[src/rtl/bgen_pkg.sv]
package bgen_pkg;
  localparam int WORD_W     = 32;
  localparam int EP_LSB     = 20;
  localparam int EP_W       = 4;
  localparam logic [WORD_W-1:0] CODE_OVS8  = 32'h2673_1000;
  localparam logic [WORD_W-1:0] CODE_OVS16 = 32'h6ef7_1000;
  localparam logic [WORD_W-1:0] CODE_MASK  = ~(32'hF << EP_LSB);
  localparam int RATIO_LO   = 8;
  localparam int RATIO_HI   = 16;
  localparam int RCNT_W     = $clog2(RATIO_HI);

  typedef struct packed {
    logic restart;
    logic run;
    logic wide;
  } ctrlStrobe_t;
endpackage

[src/rtl/bgen_ctrl.sv]
module bgen_ctrl
  import bgen_pkg::*;
#(
  parameter int FRAC_W = 8,
  parameter int PER_W  = WORD_W
) (
  input  logic              clk,
  input  logic              rstN,
  input  logic              wrEn,
  input  logic              wrSel,
  input  logic [WORD_W-1:0] wrData,
  output ctrlStrobe_t       strobe,
  output logic [PER_W-1:0]  period,
  output logic [EP_W-1:0]   txEndPoint
);
  localparam int INT_W = WORD_W - FRAC_W;
  localparam logic [PER_W-1:0] FRAC_SCALE = PER_W'((1 << FRAC_W) - 1);

  logic [INT_W-1:0]  newInt;
  logic [FRAC_W-1:0] newFrac;
  logic [PER_W-1:0]  newPeriod;
  logic              hitLo, hitHi, cfgAccept, divWrite;
  logic              runReg, wideReg;

  assign newInt    = wrData[WORD_W-1:FRAC_W];
  assign newFrac   = wrData[FRAC_W-1:0];
  assign newPeriod = PER_W'(newInt) * FRAC_SCALE + PER_W'(newFrac);

  assign hitLo     = (wrData & CODE_MASK) == (CODE_OVS8 & CODE_MASK);
  assign hitHi     = (wrData & CODE_MASK) == (CODE_OVS16 & CODE_MASK);
  assign cfgAccept = wrEn && wrSel && (hitLo || hitHi);
  assign divWrite  = wrEn && !wrSel;

  always_ff @(posedge clk or negedge rstN) begin
    if (!rstN) begin
      period <= '0;
      runReg <= 1'b0;
    end else if (divWrite) begin
      period <= newPeriod;
      runReg <= (newInt != '0);
    end
  end

  always_ff @(posedge clk or negedge rstN) begin
    if (!rstN) begin
      wideReg    <= 1'b1;
      txEndPoint <= CODE_OVS16[EP_LSB +: EP_W];
    end else if (cfgAccept) begin
      wideReg    <= hitHi;
      txEndPoint <= wrData[EP_LSB +: EP_W];
    end
  end

  always_comb begin
    strobe.restart = divWrite || cfgAccept;
    strobe.run     = runReg;
    strobe.wide    = wideReg;
  end
endmodule

[src/rtl/bgen_dp.sv]
module bgen_dp
  import bgen_pkg::*;
#(
  parameter int PER_W    = WORD_W,
  parameter int CLK_STEP = 1020
) (
  input  logic             clk,
  input  logic             rstN,
  input  ctrlStrobe_t      strobe,
  input  logic [PER_W-1:0] period,
  output logic             sampleTick,
  output logic             bitTick
);
  localparam int ACC_W = PER_W + 1;
  localparam logic [ACC_W-1:0] STEP = ACC_W'(CLK_STEP);

  logic [ACC_W-1:0]  acc, sum, rem, perExt;
  logic [RCNT_W-1:0] sCnt, lastCnt;
  logic              reach;

  assign perExt  = ACC_W'(period);
  assign sum     = acc + STEP;
  assign reach   = sum >= perExt;
  assign rem     = sum - perExt;
  assign lastCnt = strobe.wide ? RCNT_W'(RATIO_HI - 1) : RCNT_W'(RATIO_LO - 1);

  always_ff @(posedge clk or negedge rstN) begin
    if (!rstN) begin
      acc        <= '0;
      sCnt       <= '0;
      sampleTick <= 1'b0;
      bitTick    <= 1'b0;
    end else if (strobe.restart || !strobe.run) begin
      acc        <= '0;
      sCnt       <= '0;
      sampleTick <= 1'b0;
      bitTick    <= 1'b0;
    end else if (reach) begin
      acc        <= (rem >= perExt) ? '0 : rem;
      sampleTick <= 1'b1;
      if (sCnt == lastCnt) begin
        sCnt    <= '0;
        bitTick <= 1'b1;
      end else begin
        sCnt    <= sCnt + 1'b1;
        bitTick <= 1'b0;
      end
    end else begin
      acc        <= sum;
      sampleTick <= 1'b0;
      bitTick    <= 1'b0;
    end
  end
endmodule

[src/rtl/bgen_top.sv]
module bgen_top
  import bgen_pkg::*;
#(
  parameter int CLK_STEP = 1020,
  parameter int FRAC_W   = 8
) (
  input  logic              clk,
  input  logic              rstN,
  input  logic              wrEn,
  input  logic              wrSel,
  input  logic [WORD_W-1:0] wrData,
  output logic              sampleTick,
  output logic              bitTick,
  output logic [EP_W-1:0]   txEndPoint
);
  localparam int PER_W = WORD_W;

  ctrlStrobe_t      strobe;
  logic [PER_W-1:0] period;

  bgen_ctrl #(.FRAC_W(FRAC_W), .PER_W(PER_W)) i_ctrl (
    .clk(clk), .rstN(rstN), .wrEn(wrEn), .wrSel(wrSel), .wrData(wrData),
    .strobe(strobe), .period(period), .txEndPoint(txEndPoint)
  );

  bgen_dp #(.PER_W(PER_W), .CLK_STEP(CLK_STEP)) i_dp (
    .clk(clk), .rstN(rstN), .strobe(strobe), .period(period),
    .sampleTick(sampleTick), .bitTick(bitTick)
  );
endmodule

[config.mk]
export PLATFORM = sky130hd
export DESIGN_NAME = bgen_top
export DESIGN_NICKNAME = d
export VERILOG_FILES = /design/src/rtl/bgen_pkg.sv /design/src/rtl/bgen_ctrl.sv /design/src/rtl/bgen_dp.sv /design/src/rtl/bgen_top.sv
export SDC_FILE = /design/constraint.sdc
export NUM_CORES = 1
export LEC_CHECK = 0
export CAP_MARGIN = 5
export CORE_AREA = 4 4 146 148
export CTS_CLUSTER_DIAMETER = 150
export DETAILED_ROUTE_END_ITERATION = 7
export DIE_AREA = 0 0 150 152
export DONT_BUFFER_PORTS = 1
export PLACE_DENSITY = 0.83
export SLEW_MARGIN = 20
export SYNTH_ARGS = -nofsm -noshare
export SYNTH_HDL_FRONTEND = slang
export SYNTH_HIERARCHICAL = 1
export SYNTH_SLANG_ARGS = --single-unit
[constraint.sdc]
create_clock -name clk -period 5.8 [get_ports clk]
set_input_delay 0.29 -clock clk [delete_from_list [all_inputs] [get_ports clk]]
set_output_delay 0.29 -clock clk [all_outputs]
set_load 0.05 [all_outputs]
Yosys cells after proc, flatten, opt, wreduce, memory -nomap -nowiden:

Index checks and enable logic that the tools add are counted.
Widths: inputs -> output; s select.

* logic and storage cells: 40
* output and inout port bits: 6
* bits of input ports: 36
* register bits after elaboration: 77

* reduce and logical (&&, ||, !) cells: 10
* magnitude comparators: 2
* eq/ne operators: 3
* multipliers: 1
* mux-type cells: 12
* $add $sub $neg: 4

Operators with widths (number)
* $mux 33: 3
* $ge 33x32->1: 2
* $add 33x10->33 const B: 1
* $sub 33x32->33: 1
* $add 32x8->32: 1
* $mul 24x8->32 const B: 1
* $eq 28x26->1 const B: 1
* $eq 28x27->1 const B: 1
* $reduce_bool 24->1: 1
* $mux 4: 4
* $mux 1: 5
* $add 4x1->4 const B: 1
* $eq 4x4->1: 1
* $logic_and 1x1->1: 3
* $logic_or 1x1->1: 3
* $logic_not 1->1: 2
* $reduce_bool 2->1: 1

Depth between registers and ports, before layout:

* depth in word-level cells: 6
* gate-level depth with buffers: 25
* depth with buffers taken out: 23

Modules after synthesis:

The synthesis kept the hierarchy.

By module, submodules not included
* bgen_ctrl: seq. area each 957.2 µm², cells an instance 744, area each 7018.0 µm², instances 1
* bgen_dp: seq. area each 975.9 µm², cells an instance 582, area each 4892.2 µm², instances 1

Worst setup path before layout:

OpenSTA, ideal clock, no wires.

* path type: register -> register
* start point: reg i_dp.acc[7]
* end point: reg i_dp.acc[31]
* stages on the path, launching flop included: 22
* path buffers: 3
* arrival: 4919 ps
* slack: 760 ps
* required time: 5678 ps
* setup time: 122 ps
* period minus slack after synthesis: 5040 ps
* cells stage by stage: dfrtp_1 > nor4_2 > nand3_2 > and3_2 > xor2_1 > ha_1 > clkbuf_1 > and3_1 > a21oi_1 > o31ai_1 > or2_0 > buf_2 > a2111oi_0 > a311o_1 > ha_1 > nand4_1 > nor4_1 > a221oi_1 > o31ai_1 > a2111oi_4 > buf_6 > a32o_1

* longest elaborated chain between the ends: 6
* elaborated cells between the ends (all ways): 7
* classes of those cells: add/sub: 2; order compare: 2; mux: 3

RTL lines
* from (decl): line bgen_dp.sv:17 `logic [ACC_W-1:0] acc, sum, rem, perExt;`
* from (signal assigned): line bgen_dp.sv:39 `acc <= (rem >= perExt) ? '0 : rem;`
* from (signal assigned): line bgen_dp.sv:49 `acc <= sum;`
* $add 33x10->33 *: line bgen_dp.sv:22 `assign sum = acc + STEP;`
* $sub 33x32->33: line bgen_dp.sv:24 `assign rem = sum - perExt;`
* $ge 33x32->1: line bgen_dp.sv:39
* $mux 33: line bgen_dp.sv:39
* $mux 33 *: line bgen_dp.sv:38 `end else if (reach) begin`
* $mux 33 *: line bgen_dp.sv:33 `end else if (strobe.restart || !strobe.run) begin`

Mark *: on every way between the ends. The rest lies on a longest branch, timed or not.
A chain may end at the register's enable or synchronous reset.

Worst setup path after layout:

* start point: reg i_dp.acc[2]
* end point: reg i_dp.acc[3]

The elaborated chain is that of the path after synthesis.

==> results.json <==
{
  "ys_seq_area_share_pct": 16.2,
  "rows": 52,
  "hp-start": "wrData[23]",
  "async_flop_share_pct": 100,
  "dr.first_iter.drc_count": 865,
  "reg2reg_to": "i_dp/acc[3]$_DFF_PN0_",
  "dieHeight_um": 152,
  "crit_arrival_ns": 5.70,
  "yosysUniqueCellTypes": 91,
  "final_util_pct": 61.6,
  "met1_length_um": 12400,
  "slew_violations": 0,
  "synth_edf_count": 0,
  "cts_tree": "yes",
  "grt_pass1_wl_um": 47800,
  "postRouteAntennaNets": 0,
  "clkTransAtPathRegs_ns": 0.06,
  "worst_slack_ns": 0.330,
  "start_kind": "register",
  "syn_to_final_growth_pct": 3.61,
  "core_area_mm2": 0.0200,
  "maxCapViolations": 0,
  "io_pins": 42,
  "die_area_mm2": 0.0228,
  "wl_met3_um": 1670,
  "fin_hold_ws_ns": 0.0786,
  "holdPathStages": 2,
  "grt_overflow": 0,
  "drt-vias-per-instance": 5.99,
  "start_util_pct": 59.4,
  "yosys.area.top_type": "fa_1",
  "outcome": "completed",
  "synthMostInstantiatedCell": "inv_1",
  "dr.pass1.iters": 5,
  "cts_buffers": 9,
  "cp-end-kind": "register",
  "grt_usage_pct": 25.9,
  "seq_area_mm2": 0.00193,
  "netlist_top_cells_area": "fa_1 (20%), ha_1 (16%), dfrtp_1 (15%), inv_1 (7.7%), xnor2_1 (3.2%)",
  "gp_congestion": 1.04,
  "dp_hpwl_um": 23600,
  "dp_slack_ns": 0.266,
  "netlist_area_mm2": 0.0119,
  "synth-seq-cells": 77,
  "ys.warnings.count": 6,
  "tightest_slew_ns": 0.841,
  "cp_max_fo": 29,
  "path_class": "reg -> reg",
  "required_ns": 6.03,
  "regToRegStartpoint": "i_dp/acc[2]$_DFF_PN0_",
  "syn_inst": 1326,
  "period_minus_slack_ns": 5.47,
  "clk_latency_ns": 0.35,
  "grt_pass1_vias": 9710,
  "wl_per_cell_um": 18.3,
  "hold_class": "in -> reg",
  "rrSetupSlack_ns": 0.33,
  "cts_max_level": 3,
  "skew_ns": 0.0128,
  "multiInputGateArea_mm2": 0.00876,
  "max-slew-margin-rel_pct": 43.1,
  "routed_wl_um": 28800,
  "max_freq_ghz": 0.183,
  "drc": 0,
  "antenna-diode-count": 0,
  "grt_max_degree": 78,
  "synth_top_cell_area_share_pct": 20.0,
  "final_nets": 1608,
  "syn-mean-instance-area_um2": 8.98,
  "cts.sinks": 77,
  "vias": 9445,
  "syn_nets": 1633,
  "wl_met2_um": 13700,
  "r2r_cells": 21,
  "io_buffers": 0,
  "antenna_found_initial": 0,
  "drive_gt1_share_pct": 5.59,
  "setup_violations": 0,
  "period_share_pct": 94.3,
  "cts.path.max_buffers": 2,
  "clockRootBuffer": "clkbuf_16",
  "worstHoldEndpoint": "i_ctrl/txEndPoint[3]$_DFFE_PN1P_",
  "synthFlopType": "dfrtp_1",
  "highest_layer": "met4",
  "die_w_um": 150,
  "fillers": 1711,
  "netlist_top_cells_count": "inv_1 (244), ha_1 (152), fa_1 (119)",
  "hold_viol": 0
}
==> area by class of cell <==
cell class,count,share of cell area (%)
Tap cell,270,2.74
Clock inverter,4,0.183
Clock buffer,12,2.08
Multi-Input combinational cell,958,71.0
Timing Repair Buffer,11,0.953
Sequential cell,77,15.7
Inverter,244,7.42
==> cell families (layout without fill, tap and decap cells) <==
kind of cell,count (synthesis),count (layout),synth area share [%]
AOI/OAI and AO/OA,286,286,16.9
muxes,9,9,0.809
adders and majority gates,271,271,36.0
buffers and inverters,291,271,10.4
DFF,77,77,16.2
other,1,1,0.0315
xor gates and xnor gates,85,85,6.25
and+or+nand+nor,306,306,13.5
==> per-layer routing <==
metal	global-route usage (%)	vias to the layer above
met4	10.5	0
met1	35.1	4561
met2	41.6	351
met5	0	-
li1	-	4460
met3	4.23	73
==> through the flow <==
stage / instance area [µm²] / TNS [ns] / instances
6_report: 12300 / 0 / 1576
5_1_grt: 12300 / -0.0243 / 1576
4_1_cts: 12300 / 0 / 1575
3_5_place_dp: 12000 / 0 / 1557
3_3_place_gp: 12000 / 0 / 1557
2_1_floorplan: 11900 / 0 / 1326
==> registers in the layout (all words and copies together), names as in the netlist <==
register	cells
i_ctrl/period	32
i_ctrl/runReg	1
i_ctrl/txEndPoint	4
i_ctrl/wideReg	1
i_dp/acc	33
i_dp/bitTick	1
i_dp/sCnt	4
i_dp/sampleTick	1
==> cells in the final DEF (no fill, tap or decap), drive strengths merged, types with 5 or more instances in the layout <==
master and count:
inv 244, ha 152, fa 119, nand2 97
a21oi 77, dfrtp 72, o21ai 63, xnor2 44
xor2 41, nand3 41, nor2 39, a32o 32
nand4 31, a21o 24, nor3 17, and3 16
clkbuf 12, nand2b 11, and2 10, buf 10
o21bai 9, o31ai 9, nor2b 8, o21a 8
nor4 8, o211ai 7, nor3b 6, o41ai 6
a31oi 6, and4 6, a2111oi 6, mux2 5
a211oi 5, dfstp 5, or2 5
==> worst max-delay path by stage <==
stage / from / to / slack, ns
final: i_dp/acc[2]$_DFF_PN0_ / i_dp/acc[3]$_DFF_PN0_ / 0.33
after global routing: i_dp/acc[7]$_DFF_PN0_ / i_dp/acc[28]$_DFF_PN0_ / -0.02
after CTS: i_dp/acc[7]$_DFF_PN0_ / i_dp/acc[20]$_DFF_PN0_ / 0.24
after detailed placement: i_dp/acc[7]$_DFF_PN0_ / i_dp/acc[20]$_DFF_PN0_ / 0.27
after global placement: i_dp/acc[7]$_DFF_PN0_ / i_dp/acc[6]$_DFF_PN0_ / 0.37
after floorplan: i_dp/acc[7]$_DFF_PN0_ / i_dp/acc[31]$_DFF_PN0_ / 0.76
==> worst max-delay path, cell delays in order, from the launching register on <==
cell and delay [ns]:
dfrtp_1 0.40, inv_1 0.13, ha_1 0.30, nand3_2 0.18
and2_2 0.26, nand3_1 0.29, nor2_1 0.11, xor2_1 0.17
ha_1 0.37, and2_1 0.25, nand3_1 0.16, o41ai_1 0.69
o31ai_1 0.19, xnor2_1 0.19, ha_1 0.30, nand3_1 0.13
nor3_1 0.19, nand2_1 0.07, a211oi_1 0.38, a2111oi_4 0.11
buf_12 0.21, a32o_1 0.27
==> timing repair <==
action,4_1_cts,5_1_grt
gates resized for setup,0,3
endpoints found under the hold margin,77,0
setup buffers,0,1
setup endpoints to repair,0,30
hold buffers,2,0
Power is not shown: default switching activity piles up to over one toggle a cycle in this logic, so the estimate is an artifact.
